<file path="config.mk">
export PLATFORM = sky130hd
export DESIGN_NAME = pwr_mode_ctrl
export DESIGN_NICKNAME = d
export VERILOG_FILES = /design/src/rtl/pwr_mode_pkg.sv /design/src/rtl/pwr_next_mode.sv /design/src/rtl/pwr_clk_decode.sv /design/src/rtl/pwr_cfg_check.sv /design/src/rtl/pwr_mode_ctrl.sv
export SDC_FILE = /design/constraint.sdc
export NUM_CORES = 1
export LEC_CHECK = 0
export ABC_AREA = 0
export BUFFER_PORTS_ARGS = -buffer_cell sky130_fd_sc_hd__buf_2
export CAP_MARGIN = 20
export CORE_AREA = 3 3 40 42
export CTS_BUF_LIST = sky130_fd_sc_hd__clkbuf_8 sky130_fd_sc_hd__clkbuf_16
export CTS_CLUSTER_DIAMETER = 150
export DETAILED_ROUTE_END_ITERATION = 12
export DIE_AREA = 0 0 43 45
export GPL_TIMING_DRIVEN = 0
export PLACE_DENSITY_LB_ADDON = 0.1
export REMOVE_ABC_BUFFERS = 1
export SLEW_MARGIN = 20
export SYNTH_ARGS = -nofsm -noshare
export SYNTH_HDL_FRONTEND = slang
export SYNTH_SLANG_ARGS = --single-unit
</file>
<file path="constraint.sdc">
create_clock -name clk -period 1.65 [get_ports clk]
set_input_delay 0.2475 -clock clk [delete_from_list [all_inputs] [get_ports clk]]
set_output_delay 0.2475 -clock clk [all_outputs]
set_load 0.01 [all_outputs]
</file>
<file path="src/rtl/pwr_mode_pkg.sv">
package pwr_mode_pkg;
   typedef enum logic [2:0] {
      PM_HIGH     = 3'd0,
      PM_SUBACT   = 3'd1,
      PM_SUBSLEEP = 3'd2,
      PM_WATCH    = 3'd3,
      PM_HWSTBY   = 3'd4,
      PM_RESET    = 3'd5
   } pm_mode_e;

   typedef struct packed {
      logic sel_standby;
      logic direct_xfer;
      logic low_speed_on;
      logic presc_sub;
   } pm_ctl_t;

   function automatic logic pm_is_lowspeed(pm_mode_e m);
      return (m == PM_SUBACT) || (m == PM_SUBSLEEP) || (m == PM_WATCH);
   endfunction
endpackage

</file>
<file path="src/rtl/pwr_next_mode.sv">
module pwr_next_mode
   import pwr_mode_pkg::*;
(
   input  pm_mode_e cur_mode,
   input  logic     res_n,
   input  logic     stby_n,
   input  logic     sleep_stb,
   input  logic     irq,
   input  pm_ctl_t  ctl,
   output pm_mode_e nxt_mode
);
   logic to_subact_from_high;
   logic to_watch;
   logic to_subsleep;
   logic to_high_direct;
   logic wake_watch;

   always_comb begin
      to_subact_from_high = sleep_stb && ctl.sel_standby && ctl.direct_xfer && ctl.presc_sub;
      to_watch            = sleep_stb && ctl.sel_standby && !ctl.direct_xfer && ctl.presc_sub;
      to_subsleep         = sleep_stb && !ctl.sel_standby && ctl.low_speed_on && ctl.presc_sub;
      to_high_direct      = sleep_stb && ctl.sel_standby && ctl.direct_xfer &&
                            !ctl.low_speed_on && ctl.presc_sub;
      wake_watch          = irq && ctl.low_speed_on;
   end

   always_comb begin
      nxt_mode = cur_mode;
      if (!stby_n) begin
         nxt_mode = PM_HWSTBY;
      end else if (cur_mode == PM_HWSTBY || !res_n) begin
         nxt_mode = PM_RESET;
      end else begin
         unique case (cur_mode)
            PM_RESET:    nxt_mode = PM_HIGH;
            PM_HIGH:     if (to_subact_from_high) nxt_mode = PM_SUBACT;
            PM_SUBACT: begin
               if (to_watch)             nxt_mode = PM_WATCH;
               else if (to_subsleep)     nxt_mode = PM_SUBSLEEP;
               else if (to_high_direct)  nxt_mode = PM_HIGH;
            end
            PM_WATCH:    if (wake_watch) nxt_mode = PM_SUBACT;
            PM_SUBSLEEP: if (irq) nxt_mode = PM_SUBACT;
            default:     nxt_mode = PM_RESET;
         endcase
      end
   end
endmodule

</file>
<file path="src/rtl/pwr_clk_decode.sv">
module pwr_clk_decode
   import pwr_mode_pkg::*;
#(
   parameter int              N_MOD     = 16,
   parameter logic [N_MOD-1:0] KEEP_MASK = 16'h000F
)(
   input  pm_mode_e          mode,
   output logic              clk_sub_sel,
   output logic              cpu_run_en,
   output logic [N_MOD-1:0]  mod_clk_en
);
   logic full_run;
   logic low_speed;

   always_comb begin
      full_run    = (mode == PM_HIGH);
      low_speed   = pm_is_lowspeed(mode);
      clk_sub_sel = low_speed;
      cpu_run_en  = full_run || (mode == PM_SUBACT);
   end

   for (genvar gi = 0; gi < N_MOD; gi++) begin : g_mod_en
      if (KEEP_MASK[gi]) begin : g_keep
         assign mod_clk_en[gi] = full_run || low_speed;
      end else begin : g_gate
         assign mod_clk_en[gi] = full_run;
      end
   end
endmodule

</file>
<file path="src/rtl/pwr_cfg_check.sv">
module pwr_cfg_check
   import pwr_mode_pkg::*;
#(
   parameter int DIV_W = 3
)(
   input  logic             clk,
   input  logic             res_n,
   input  logic             stby_n,
   input  pm_mode_e         mode,
   input  logic [DIV_W-1:0] clk_div,
   output logic             cfg_err
);
   logic err_q;

   always_ff @(posedge clk) begin
      if (!res_n || !stby_n) begin
         err_q <= 1'b0;
      end else if (mode == PM_SUBACT && clk_div != '0) begin
         err_q <= 1'b1;
      end
   end

   assign cfg_err = err_q;

   a_r11_err_sticky: assert property (@(posedge clk) disable iff (!res_n || !stby_n)
      err_q |=> err_q);
   a_r11_err_set: assert property (@(posedge clk) disable iff (!res_n || !stby_n)
      (mode == PM_SUBACT && clk_div != '0) |=> err_q);
endmodule

</file>
<file path="src/rtl/pwr_mode_ctrl.sv">
module pwr_mode_ctrl
   import pwr_mode_pkg::*;
#(
   parameter int               N_MOD     = 16,
   parameter int               DIV_W     = 3,
   parameter logic [N_MOD-1:0] KEEP_MASK = 16'h000F
)(
   input  logic             clk,
   input  logic             res_n,
   input  logic             stby_n,
   input  logic             sleep_stb,
   input  logic             irq,
   input  logic             sel_standby,
   input  logic             direct_xfer,
   input  logic             low_speed_on,
   input  logic             presc_sub,
   input  logic [DIV_W-1:0] clk_div,
   output logic [2:0]       mode_o,
   output logic             clk_sub_sel,
   output logic             cpu_run_en,
   output logic [N_MOD-1:0] mod_clk_en,
   output logic             cfg_err
);
   localparam int MAX_MOD = 64;

   if (N_MOD < 1 || N_MOD > MAX_MOD) begin : g_bad_nmod
      $error("pwr_mode_ctrl: N_MOD out of range");
   end
   if (DIV_W < 1) begin : g_bad_div
      $error("pwr_mode_ctrl: DIV_W must be positive");
   end

   pm_ctl_t  ctl;
   pm_mode_e mode_q;
   pm_mode_e mode_d;

   assign ctl = '{sel_standby: sel_standby, direct_xfer: direct_xfer,
                  low_speed_on: low_speed_on, presc_sub: presc_sub};

   pwr_next_mode u_next (
      .cur_mode  (mode_q),
      .res_n     (res_n),
      .stby_n    (stby_n),
      .sleep_stb (sleep_stb),
      .irq       (irq),
      .ctl       (ctl),
      .nxt_mode  (mode_d)
   );

   always_ff @(posedge clk) begin
      mode_q <= mode_d;
   end

   assign mode_o = mode_q;

   pwr_clk_decode #(.N_MOD(N_MOD), .KEEP_MASK(KEEP_MASK)) u_dec (
      .mode        (mode_q),
      .clk_sub_sel (clk_sub_sel),
      .cpu_run_en  (cpu_run_en),
      .mod_clk_en  (mod_clk_en)
   );

   pwr_cfg_check #(.DIV_W(DIV_W)) u_cfg (
      .clk     (clk),
      .res_n   (res_n),
      .stby_n  (stby_n),
      .mode    (mode_q),
      .clk_div (clk_div),
      .cfg_err (cfg_err)
   );

   a_r1_standby_wins: assert property (@(posedge clk)
      !stby_n |=> mode_o == 3'd4);
   a_r2_reset_pin: assert property (@(posedge clk)
      (stby_n && !res_n) |=> mode_o == 3'd5);
   a_r3_high_to_sub: assert property (@(posedge clk) disable iff (!res_n || !stby_n)
      (mode_o == 3'd0 && sleep_stb && sel_standby && direct_xfer && presc_sub)
      |=> mode_o == 3'd1);
   a_r8_subsleep_wake: assert property (@(posedge clk) disable iff (!res_n || !stby_n)
      (mode_o == 3'd2 && irq) |=> mode_o == 3'd1);
   a_r9_high_hold: assert property (@(posedge clk) disable iff (!res_n || !stby_n)
      (mode_o == 3'd0 && !(sleep_stb && sel_standby && direct_xfer && presc_sub))
      |=> mode_o == 3'd0);
   a_r10_run_vs_mask: assert property (@(posedge clk)
      cpu_run_en |-> (mod_clk_en != '0));
   a_r10_sub_no_full: assert property (@(posedge clk)
      clk_sub_sel |-> (mod_clk_en == KEEP_MASK));
endmodule

</file>
==> flow_summary.yaml <==
floorplanning:
  rows: 13
  die_h_um: 45
  die_x_um: 43
  die_area_um2: 1940
  start_util_pct: 29.1
  core_area_um2: 1280
  io_pins: 34
setup_path:
  path_buf_inv: 1
  cp_slowest_cell: "nor3_2"
  cp_max_fo: 12
  required_ps: 1400
  slowest_delay_ps: 450
  reg2reg_depth: 3
  r2r-end: "mode_o[1]$_SDFFE_PP0P_"
  criticalPathCategory: "register to primary output"
  cp_cell_sequence: "nor3_2 -> buf_2"
  critPathLaunch: "mode_o[2]$_SDFFE_PP1P_"
  worstSetupEndpoint: "mod_clk_en[10]"
  regToRegSetupSlack_ps: 590
  timing.rr.start: "mode_o[0]$_SDFFE_PN0P_"
  crit_path_end_kind: "primary output"
  crit_family: "simple AND/OR/NAND/NOR gates"
  start_kind: "register"
  crit_arrival_ps: 1270
  crit_cells: 2
grt:
  grt_max_degree: 13
  track_usage_pct: 9.25
  antenna_found_initial: 0
  grt_overflow: 0
  grt_pass1_vias: 297
  grt_pass1_wl_mm: 1.26
logic_synthesis:
  synth_seq_area_share_pct: 21.4
  synth_area_per_cell_um2: 7.34
  syn_area_um2: 374
  ys_ff_latch: 4
  netlist-cell-type-count: 20
  yosys_warnings: 0
  syn_inst: 51
outcome:
  status: "completed"
routing:
  drtPass1Iterations: 4
  wl_met2_um: 424
  wl_um: 913
  drc: 0
  wl_met1_um: 404
  dr.max_layer_used: "met3"
  ant_nets: 0
  met3WireLength_um: 84
  drtIter0Drc: 7
  vias: 376
  vias_per_cell: 4.42
  wl_per_cell_um: 10.7
clock_network:
  cts_sinks: 4
  clk_latency_ps: 220
  path_clk_slew_ps: 30
  tritoncts: "done"
  clockRootBuffer: "clkbuf_8"
  numCtsBuffers: 3
  cts_buffer_depth: 2
  h-tree-depth: 1
final_layout:
  fillers: 145
  area_growth_syn_to_layout_pct: 29.1
  drive_gt1_share_pct: 54.3
  final_util_pct: 37.6
  antenna_cells: 0
  fin_nets: 84
sta:
  rsz0062_at_grt: "false"
  drv_slew: 0
  setup_tns_ps: 0
  finClkSkew_ps: 3.94
  max_freq_mhz: 661
  hold_viol_final: 0
  max_slew_margin_pct: 69.9
  final-setup-viol-count: 0
  period_minus_slack_ps: 1510
  period_share_pct: 91.8
  tightest_slew_ps: 450
power_and_ir_drop:
  power_mw: 0.392
  p_per_area_nw_per_um2: 812
  leakage_nw: 0.277
  max-vdd-ir-drop_mv: 0.340
place:
  portBuffers: 33
  place_congestion: 0.676
  place_hpwl_um: 761
worst_hold_path:
  hold_path_class: "primary input to register"
flow_run:
  maxCapViolations: 0
-- timing repair --
item                                    in CTS  in global routing
buffers inserted                             0                  0
resized for setup                            1                  0
hold buffers                                 0                  0
endpoints found under the setup margin      12                  0
hold endpoints to repair                     0                  0
-- report_power, final --
part	internal [mW]	leakage, nW	switching (mW)
combinational	0.0374	0.223	0.0388
sequential	0.101	0.0328	0.00886
clock	0.156	0.0216	0.0506
-- cells by family (layout without fill, tap and decap cells) --
kind of cell | count (synthesis) | count (layout) | share of synthesized area (%)
AND/OR/NAND/NOR | 19 | 19 | 24.1
buffers and inverters | 19 | 38 | 34.4
AO/OA/AOI/OAI | 8 | 8 | 16.1
flip-flops | 4 | 4 | 21.4
multiplexers | 1 | 1 | 4.01
-- layout by cell type, fill, tap and decap left out, drive strengths merged, types with 2 or more instances in the layout --
cell     n
buf     33
dfxtp    4
clkbuf   3
nand3    4
inv      2
nand2    2
a31oi    2
nor2     7
nand2b   3
-- area by class of cell --
class / count / area (µm²) / area share, %
clock buffers: 3 / 41.3 / 8.55
inverters: 2 / 7.51 / 1.55
multi-input cells: 28 / 170 / 35.2
flip-flops and latches: 4 / 80.1 / 16.6
well taps: 15 / 18.8 / 3.89
repair buffers: 33 / 165 / 34.2
-- cell usage after synthesis --
cell | instances | share of area, %
a21o_1 | 1 | 2.0
nand2_1 | 2 | 2.0
nand3_1 | 4 | 5.4
o2111ai_1 | 1 | 2.3
or3_1 | 1 | 1.7
a21oi_1 | 1 | 1.3
clkbuf_2 | 1 | 1.3
nor3_1 | 1 | 1.3
dfxtp_1 | 4 | 21
o21a_1 | 1 | 2.0
clkbuf_1 | 1 | 1.0
o221a_1 | 1 | 3.0
nor2_1 | 7 | 7.0
buf_4 | 15 | 30
inv_1 | 2 | 2.0
nand4_1 | 1 | 1.7
nand2b_1 | 3 | 5.0
mux2_4 | 1 | 4.0
a211oi_1 | 1 | 2.0
a31oi_1 | 2 | 3.3
-- stage by stage --
| step | cell area (µm²) | worst slack [ps] | std cells | hold slack (ps) |
|---|---|---|---|---|
| finish | 483 | 136 | 85 | 248 |
| global route | 483 | 17.1 | 85 | 257 |
| CTS | 483 | 114 | 85 | 242 |
| detailed placement | 437 | 83.1 | 82 | 463 |
| global placement | 437 | 113 | 82 | 445 |
| floorplan | 253 | -1480 | 34 | 319 |
-- sequential cells by signal, indices dropped and copies added, names as in the netlist --
signal         cells
mode_o             3
u_cfg.cfg_err      1
-- routing by layer --
metal  global-route usage (%)  up-vias
met1                     11.1      163
met5                        0        -
met3                     5.18        0
met2                     12.0       15
met4                     7.23        0
li1                         -      198
-- how the worst min path moves through the flow --
stage                                    start                    endpoint  slack [ps]  depth (start not counted)
detailed placement                       res_n      mode_o[2]$_SDFFE_PP1P_         460                          2
global route                             res_n      mode_o[2]$_SDFFE_PP1P_         260                          2
finish                                   res_n      mode_o[2]$_SDFFE_PP1P_         250                          2
floorplan                                res_n      mode_o[2]$_SDFFE_PP1P_         320                          1
global placement    u_cfg.cfg_err$_SDFFE_PP0P_  u_cfg.cfg_err$_SDFFE_PP0P_         440                          2
CTS                                      res_n      mode_o[2]$_SDFFE_PP1P_         240                          2
Note: power is estimated with default switching activity, not from simulation.
